## src/rtl/ivl_timer_pkg.sv

```systemverilog
package ivl_timer_pkg;
  localparam int REG_STATUS = 0;
  localparam int REG_CTRL   = 1;
  localparam int REG_PER_LO = 2;
  localparam int REG_PER_HI = 3;
  localparam int REG_SNP_LO = 4;
  localparam int REG_SNP_HI = 5;

  localparam int ST_TIMEOUT = 0;
  localparam int ST_RUNNING = 1;

  localparam int CT_IRQ_EN  = 0;
  localparam int CT_CONT    = 1;
  localparam int CT_START   = 2;
  localparam int CT_STOP    = 3;
endpackage

```

## src/rtl/ivl_timer_counter.sv

```systemverilog
module ivl_timer_counter #(
  parameter int CNT_W = 32
) (
  input  logic             clk,
  input  logic             rst_n,
  input  logic             start_i,
  input  logic             stop_i,
  input  logic             load_i,
  input  logic [CNT_W-1:0] load_val_i,
  input  logic [CNT_W-1:0] period_i,
  input  logic             cont_i,
  output logic [CNT_W-1:0] cnt_o,
  output logic             run_o,
  output logic             expire_o
);
  logic [CNT_W-1:0] cnt_q;
  logic             run_q;

  assign cnt_o    = cnt_q;
  assign run_o    = run_q;
  assign expire_o = run_q && (cnt_q == '0) && !load_i && !stop_i;

  always_ff @(posedge clk) begin
    if (!rst_n) begin
      cnt_q <= '1;
      run_q <= 1'b0;
    end else if (load_i) begin
      cnt_q <= load_val_i;
      run_q <= 1'b0;
    end else if (stop_i) begin
      run_q <= 1'b0;
    end else begin
      if (start_i && !run_q) run_q <= 1'b1;
      if (run_q) begin
        if (cnt_q == '0) begin
          cnt_q <= period_i;
          if (!cont_i) run_q <= 1'b0;
        end else begin
          cnt_q <= cnt_q - 1'b1;
        end
      end
    end
  end


  dec_step_chk: assert property (@(posedge clk) disable iff (!rst_n)
    (run_q && !load_i && !stop_i && cnt_q != '0) |=> (cnt_q == $past(cnt_q) - 1'b1));

  hold_idle_chk: assert property (@(posedge clk) disable iff (!rst_n)
    (!run_q && !load_i) |=> $stable(cnt_q));

  oneshot_end_chk: assert property (@(posedge clk) disable iff (!rst_n)
    (expire_o && !cont_i) |=> (!run_q && cnt_q == $past(period_i)));

  cont_keep_chk: assert property (@(posedge clk) disable iff (!rst_n)
    (expire_o && cont_i) |=> (run_q && cnt_q == $past(period_i)));

  load_halt_chk: assert property (@(posedge clk) disable iff (!rst_n)
    load_i |=> (!run_q && cnt_q == $past(load_val_i)));

  start_idle_chk: assert property (@(posedge clk) disable iff (!rst_n)
    (start_i && !stop_i && !load_i && !run_q) |=> run_q);

  stop_halt_chk: assert property (@(posedge clk) disable iff (!rst_n)
    (stop_i && !load_i) |=> (!run_q && $stable(cnt_q)));
endmodule

```

## src/rtl/ivl_timer_regs.sv

```systemverilog
module ivl_timer_regs
  import ivl_timer_pkg::*;
#(
  parameter int ADDR_W = 5,
  parameter int DATA_W = 32,
  parameter int CNT_W  = 32
) (
  input  logic              clk,
  input  logic              rst_n,
  input  logic [ADDR_W-1:0] addr_i,
  input  logic              wr_i,
  input  logic [DATA_W-1:0] wdata_i,
  input  logic [CNT_W-1:0]  cnt_i,
  input  logic              run_i,
  input  logic              expire_i,
  output logic              start_o,
  output logic              stop_o,
  output logic              load_o,
  output logic [CNT_W-1:0]  load_val_o,
  output logic [CNT_W-1:0]  period_o,
  output logic              cont_o,
  output logic [DATA_W-1:0] rdata_o,
  output logic              irq_o
);
  localparam int IDX_W  = ADDR_W - 2;
  localparam int HALF_W = CNT_W / 2;

  logic [IDX_W-1:0]  idx;
  logic              st_wr, ct_wr, pl_wr, ph_wr, sn_wr;
  logic              to_q, ie_q, cont_q;
  logic [HALF_W-1:0] per_lo_q, per_hi_q, snp_lo_q, snp_hi_q;
  logic [HALF_W-1:0] wd_half;

  assign idx     = addr_i[ADDR_W-1:2];
  assign wd_half = wdata_i[HALF_W-1:0];
  assign st_wr   = wr_i && (idx == IDX_W'(REG_STATUS));
  assign ct_wr   = wr_i && (idx == IDX_W'(REG_CTRL));
  assign pl_wr   = wr_i && (idx == IDX_W'(REG_PER_LO));
  assign ph_wr   = wr_i && (idx == IDX_W'(REG_PER_HI));
  assign sn_wr   = wr_i && ((idx == IDX_W'(REG_SNP_LO)) || (idx == IDX_W'(REG_SNP_HI)));

  assign start_o    = ct_wr && wdata_i[CT_START];
  assign stop_o     = ct_wr && wdata_i[CT_STOP];
  assign load_o     = pl_wr || ph_wr;
  assign load_val_o = {ph_wr ? wd_half : per_hi_q, pl_wr ? wd_half : per_lo_q};
  assign period_o   = {per_hi_q, per_lo_q};
  assign cont_o     = cont_q;
  assign irq_o      = to_q && ie_q;

  always_ff @(posedge clk) begin
    if (!rst_n) begin
      to_q     <= 1'b0;
      ie_q     <= 1'b0;
      cont_q   <= 1'b0;
      per_lo_q <= '0;
      per_hi_q <= '0;
      snp_lo_q <= '0;
      snp_hi_q <= '0;
    end else begin
      if (st_wr)         to_q <= 1'b0;
      else if (expire_i) to_q <= 1'b1;
      if (ct_wr) begin
        ie_q   <= wdata_i[CT_IRQ_EN];
        cont_q <= wdata_i[CT_CONT];
      end
      if (pl_wr) per_lo_q <= wd_half;
      if (ph_wr) per_hi_q <= wd_half;
      if (sn_wr) begin
        snp_lo_q <= cnt_i[HALF_W-1:0];
        snp_hi_q <= cnt_i[CNT_W-1:HALF_W];
      end
    end
  end

  always_comb begin
    rdata_o = '0;
    case (idx)
      IDX_W'(REG_STATUS): begin
        rdata_o[ST_TIMEOUT] = to_q;
        rdata_o[ST_RUNNING] = run_i;
      end
      IDX_W'(REG_CTRL): begin
        rdata_o[CT_IRQ_EN] = ie_q;
        rdata_o[CT_CONT]   = cont_q;
      end
      IDX_W'(REG_PER_LO): rdata_o = DATA_W'(per_lo_q);
      IDX_W'(REG_PER_HI): rdata_o = DATA_W'(per_hi_q);
      IDX_W'(REG_SNP_LO): rdata_o = DATA_W'(snp_lo_q);
      IDX_W'(REG_SNP_HI): rdata_o = DATA_W'(snp_hi_q);
      default:            rdata_o = '0;
    endcase
  end


  to_clear_chk: assert property (@(posedge clk) disable iff (!rst_n)
    st_wr |=> !to_q);

  irq_raise_chk: assert property (@(posedge clk) disable iff (!rst_n)
    (expire_i && !st_wr && (ie_q || (ct_wr && wdata_i[CT_IRQ_EN])) && !(ct_wr && !wdata_i[CT_IRQ_EN])) |=> irq_o);

  irq_gate_chk: assert property (@(posedge clk) disable iff (!rst_n)
    (ct_wr && !wdata_i[CT_IRQ_EN]) |=> !irq_o);

  snap_cap_chk: assert property (@(posedge clk) disable iff (!rst_n)
    sn_wr |=> ({snp_hi_q, snp_lo_q} == $past(cnt_i)));

  high_idx_chk: assert property (@(posedge clk) disable iff (!rst_n)
    (wr_i && idx > IDX_W'(REG_SNP_HI)) |=> ($stable(ie_q) && $stable(cont_q) && $stable(per_lo_q) && $stable(per_hi_q) && $stable(snp_lo_q) && $stable(snp_hi_q)));
endmodule

```

## src/rtl/ivl_timer.sv

```systemverilog
module ivl_timer #(
  parameter int ADDR_W = 5,
  parameter int DATA_W = 32,
  parameter int CNT_W  = 32
) (
  input  logic              clk,
  input  logic              rst_n,
  input  logic [ADDR_W-1:0] bus_addr,
  input  logic              bus_wr,
  input  logic [DATA_W-1:0] bus_wdata,
  output logic [DATA_W-1:0] bus_rdata,
  output logic              irq_o
);
  logic             start_s, stop_s, load_s, cont_s, run_s, expire_s;
  logic [CNT_W-1:0] load_val_s, period_s, cnt_s;

  ivl_timer_regs #(.ADDR_W(ADDR_W), .DATA_W(DATA_W), .CNT_W(CNT_W)) u_regs (
    .clk        (clk),
    .rst_n      (rst_n),
    .addr_i     (bus_addr),
    .wr_i       (bus_wr),
    .wdata_i    (bus_wdata),
    .cnt_i      (cnt_s),
    .run_i      (run_s),
    .expire_i   (expire_s),
    .start_o    (start_s),
    .stop_o     (stop_s),
    .load_o     (load_s),
    .load_val_o (load_val_s),
    .period_o   (period_s),
    .cont_o     (cont_s),
    .rdata_o    (bus_rdata),
    .irq_o      (irq_o)
  );

  ivl_timer_counter #(.CNT_W(CNT_W)) u_cnt (
    .clk        (clk),
    .rst_n      (rst_n),
    .start_i    (start_s),
    .stop_i     (stop_s),
    .load_i     (load_s),
    .load_val_i (load_val_s),
    .period_i   (period_s),
    .cont_i     (cont_s),
    .cnt_o      (cnt_s),
    .run_o      (run_s),
    .expire_o   (expire_s)
  );
endmodule

```

## config.mk

```make
export PLATFORM = sky130hd
export DESIGN_NAME = ivl_timer
export DESIGN_NICKNAME = d
export VERILOG_FILES = /design/src/rtl/ivl_timer_pkg.sv /design/src/rtl/ivl_timer_counter.sv /design/src/rtl/ivl_timer_regs.sv /design/src/rtl/ivl_timer.sv
export SDC_FILE = /design/constraint.sdc
export NUM_CORES = 1
export LEC_CHECK = 0
export ABC_AREA = 1
export BUFFER_PORTS_ARGS = -buffer_cell sky130_fd_sc_hd__buf_4
export CELL_PAD_IN_SITES_DETAIL_PLACEMENT = 1
export CELL_PAD_IN_SITES_GLOBAL_PLACEMENT = 1
export CORE_ASPECT_RATIO = 0.8
export CORE_UTILIZATION = 41
export CTS_CLUSTER_DIAMETER = 100
export DETAILED_ROUTE_END_ITERATION = 8
export GPL_ROUTABILITY_DRIVEN = 0
export PLACE_DENSITY = 0.78
export SLEW_MARGIN = 20
export SYNTH_ARGS = -nofsm -noshare
export SYNTH_HDL_FRONTEND = slang
export SYNTH_SLANG_ARGS = --single-unit
```

## constraint.sdc

```tcl
create_clock -name clk -period 1.8 [get_ports clk]
set_input_delay 0.27 -clock clk [delete_from_list [all_inputs] [get_ports clk]]
set_output_delay 0.27 -clock clk [all_outputs]
set_load 0.02 [all_outputs]
```

---- After elaboration in Yosys (flattened, before gate mapping) ----
Cells that the tools add are included.
storage, ports and cells
  register bits ........................... 100
  output and inout bits ................... 33
  word-level logic and storage cells ...... 52
  input bits .............................. 40
operators by class
  bitwise logic cells ..................... 1
  equal/unequal tests ..................... 6
  $add $sub $neg .......................... 1
  reductions and logical operators ........ 23
  mux-type cells .......................... 12
operators with widths
  kind                                                                    number
  32-bit two-way mux                                                      4
  14-bit one-hot mux with 4 select lines                                  1
  32-bit logical NOT                                                      1
  16-bit two-way mux                                                      2
  32-bit by 1-bit subtractor with 32-bit output (second input constant)   1
  1-bit logical AND                                                       12
  2-bit one-hot mux with 6 select lines                                   1
  3-bit by 2-bit equality test with 1-bit output (second input constant)  2
  3-bit equality test (second input constant)                             2
  1-bit two-way mux                                                       4
  3-bit by 1-bit equality test with 1-bit output (second input constant)  1
  1-bit logical NOT                                                       3
  3-bit logical NOT                                                       1
  3-bit OR reduction                                                      1
  1-bit logical OR                                                        2
  2-bit inequality test (second input constant)                           1
  2-bit AND reduction                                                     1
  2-bit nonzero test                                                      1
  2-bit OR reduction                                                      1
  1-bit NOT                                                               1

---- Longest topological paths before layout ----
  depth after elaboration ................. 8
  gate-level depth with buffers ........... 11
  depth with buffers taken out ............ 10

---- Hierarchy ----
Synthesis repeated with hierarchy kept, for this count alone.
unflattened totals
  cells, all modules ...................... 1068
  area, all modules ....................... 6532.5 um^2
by module, submodules not included
  module             times used  area each (um^2)  sequential area each (um^2)  cells each
  ivl_timer_regs     1           3519.6            1341.3                       554
  ivl_timer_counter  1           3012.9            660.6                        514

---- Worst setup path after synthesis ----
No wires, ideal clock.
  path kind ............................... in2out
  start ................................... input bus_addr[4]
  end ..................................... output bus_rdata[9]
  buffers on the path ..................... 1
  data arrival time ....................... 1462 ps
  path slack .............................. 68 ps
  stages on the path ...................... 5
  required time ........................... 1530 ps
  cell sequence ........................... inv_2 > nor3_1 > buf_2 > nand2_1 > a31oi_1
between the ends
  longest elaborated chain between the ends .. 2
  elaborated cells between the ends (all ways) .. 5
  classes of those cells .................. 4 x eq/ne; 1 x mux
RTL lines
  what                                                                                   line                  RTL
  start, declared                                                                        ivl_timer.sv:8        input logic [ADDR_W-1:0] bus_addr,
  3-bit equality test or 3-bit by 2-bit equality test with 1-bit output (tied branches)  ivl_timer_regs.sv:77  case (idx)
  14-bit one-hot mux with 4 select lines *                                               ivl_timer_regs.sv:77
  end, declared                                                                          ivl_timer.sv:11       output logic [DATA_W-1:0] bus_rdata,
Mark *: on every way between the ends. The rest lies on a longest branch, timed or not.

---- Final worst setup path ----
  start ................................... input bus_addr[2]
  end ..................................... output bus_rdata[8]
Same word-level chain as after synthesis.

==> flow_summary.json <==
{
  "status": "completed",
  "cts_tree": "built",
  "yosys.area.top_type_share_pct": 33.5,
  "fin_cells": 1245,
  "cts-root-buf": "clkbuf_16",
  "crit_family": "buffers and inverters",
  "ys_ff_latch": 100,
  "path_cells": "buf_8 > inv_4 > nor3_4 > buf_6 > nand2_1 > a31oi_4 > buf_4 > buf_4",
  "crit_fanout": 5,
  "rsz0062_at_grt": "true",
  "vias_per_cell": 5.53,
  "syn_to_final_growth_pct": 25.7,
  "cts.sinks": 100,
  "drt_wl_total_um": 24600,
  "finalHoldViolCount": 0,
  "die_x_um": 137,
  "grt_pass1_vias": 6735,
  "clock_skew_ps": 6.07,
  "p_per_area_mw_per_mm2": 710,
  "worstSetupPathType": "in -> out",
  "crit_path_top_delay_cell": "nor3_4",
  "grt_pass1_wl_um": 37700,
  "initial_core_util_pct": 41.9,
  "worstPathRequired_ps": 1530,
  "grt_max_degree": 65,
  "finalInstanceArea_mm2": 0.00751,
  "synth.most_common_cell": "nand2_1",
  "achievable-frequency_mhz": 559,
  "final_nets": 1100,
  "ant_nets": 0,
  "ioPinCount": 73,
  "seq_area_frac_synth_pct": 33.5,
  "tightest_slew_ps": 653,
  "slowest_delay_ps": 330,
  "die-height_um": 110,
  "yosys.area.top_type": "dfxtp_1",
  "timing.final.crit_share_pct": 99.4,
  "clk_pin_slew_worst_paths_ps": 70,
  "layout-drive-gt1-share_pct": 18.7,
  "gr-usage-all-layers_pct": 34.3,
  "synth_edf_count": 0,
  "ir_drop_mv": 0.469,
  "finalSetupViolCount": 0,
  "dp.cells": 1223,
  "nFillCells": 1927,
  "cts_buffers": 9,
  "arrival_ps": 1520,
  "syn-instance-count": 962,
  "clk_latency_ps": 360,
  "synth_area_per_cell_um2": 6.21,
  "port_buffers": 38,
  "power_mw": 5.33,
  "start_kind": "input pin",
  "grt_overflow": 0,
  "synth_area_leaders": "dfxtp_1 34%, nand2_1 14%, nor2_1 9.2%, nand3_1 7.3%, o21ai_0 6.4%",
  "async_flop_share_pct": 0,
  "path_buf_inv": 5,
  "die_area_mm2": 0.0151,
  "p_leak_nw": 3.39,
  "synthFlopType": "dfxtp_1",
  "std_cell_rows": 39,
  "fin_crit_ps": 1790,
  "grt_antenna_before_repair": 0,
  "clk_path_buf_depth": 2,
  "cap_violations": 0,
  "cp_common_cell": "buf_4",
  "hpwl_um": 18100,
  "synth_area_mm2": 0.00597,
  "core_mm2": 0.0142,
  "synth_cell_types": 34,
  "wl_per_cell_um": 19.8,
  "via_count": 6887,
  "placed_cell_area_mm2": 0.00698,
  "drc": 0,
  "drt_iter0_markers": 453,
  "drv_slew": 0,
  "n_antenna_cell": 0,
  "end_kind": "primary output",
  "yosysWarnings": 0,
  "max-slew-margin-rel_pct": 56.4,
  "firstDrtPassIters": 5,
  "tns_ps": 0,
  "dpl_worst_slack_ps": -72.2,
  "synth_common_cells": "228 x nand2_1, 146 x nor2_1, 100 x dfxtp_1, 98 x inv_1, 87 x nand3_1",
  "setup_ws_ps": 11.0,
  "htree_levels": 3,
  "hold_path.class": "in -> reg"
}
[power breakdown]
part / leakage [nW] / internal [mW] / total, mW / switching [mW]
clock: 0.156 / 1.16 / 2.08 / 0.921
sequential: 0.818 / 2.33 / 2.43 / 0.0992
combinational: 2.41 / 0.295 / 0.820 / 0.525
[state kept, by name (all words and copies together), names as in the netlist]
register / count
u_cnt.cnt_o: 32
u_regs.per_hi_q: 16
u_regs.per_lo_q: 16
u_regs.snp_hi_q: 16
u_regs.snp_lo_q: 16
u_cnt.run_o: 1
u_regs.cont_o: 1
u_regs.ie_q: 1
u_regs.to_q: 1
[metal layers]
layer / wire, um / vias to the layer above / track usage (%)
li1: - / 3280 / -
met4: 742 / 0 / 11.2
met1: 11000 / 3294 / 44.9
met2: 10800 / 265 / 54.5
met3: 2050 / 48 / 9.41
met5: 0 / - / 0
[cells in the final DEF, fill, tap and decap left out, drive strengths merged, types with 8 or more instances in the layout]
master	synthesis	routed
nor2	158	158
conb	1	16
nand3	88	88
a22oi	14	14
o21ai	86	86
a21oi	41	41
dfxtp	100	100
inv	103	105
or2	8	8
clkbuf	23	11
nand4	37	37
buf	35	126
a31oi	15	15
nand2	234	234
[layout make-up]
cell class                 instances  area (um2)  area share (%)
inverter                         104         398            5.30
clock inverter                     5        57.6           0.767
tap                              184         230            3.07
clock buffer                      11         253            3.37
multi-input combinational        715        3430            45.7
timing repair buffer             126        1130            15.1
sequential                       100        2000            26.7
[per-stage QoR]
stage	util, %	hold slack (ps)
after floorplan	-	412
after global placement	49.0	481
after detailed placement	49.0	486
after CTS	51.3	180
after global routing	52.7	193
final	52.7	187
[what timing repair did]
item                                    in CTS  in global routing
cloned                                       0                  1
endpoints found under the setup margin      11                 46
hold buffers                                 0                  0
pin swaps                                    0                 10
buffers inserted                             0                  5
gates resized for setup                      3                 49
[worst paths after layout]
check             slack, ps                       endpoint  depth (start not counted)                           from
setup / recovery         10                   bus_rdata[8]                          8                    bus_addr[2]
hold / removal          190  u_regs.per_lo_q[9]$_SDFF_PN0_                          3                   bus_wdata[9]
setup reg to reg         50   u_cnt.cnt_o[31]$_SDFFE_PN1P_                          9   u_cnt.cnt_o[17]$_SDFFE_PN1P_
hold reg to reg         500    u_cnt.cnt_o[5]$_SDFFE_PN1P_                          2  u_regs.per_lo_q[5]$_SDFF_PN0_
[kinds of logic (layout without fill, tap and decap cells)]
| group | Yosys count | after routing | synth area share (%) |
|---|---|---|---|
| XOR/XNOR | 6 | 6 | 0.880 |
| AND/OR/NAND/NOR | 532 | 532 | 38.7 |
| flip-flops | 100 | 100 | 33.5 |
| buffers and inverters | 162 | 246 | 11.9 |
| AO/OA/AOI/OAI | 157 | 157 | 14.1 |
| adder cells (fa/ha/maj) | 4 | 4 | 0.838 |
| other | 1 | 16 | 0.0628 |
[worst min-delay path, cell delays in order]
cell and delay [ps]:
buf_4 90, o21ai_1 80, nor2_1 70
(Power assumes the default switching activity.)
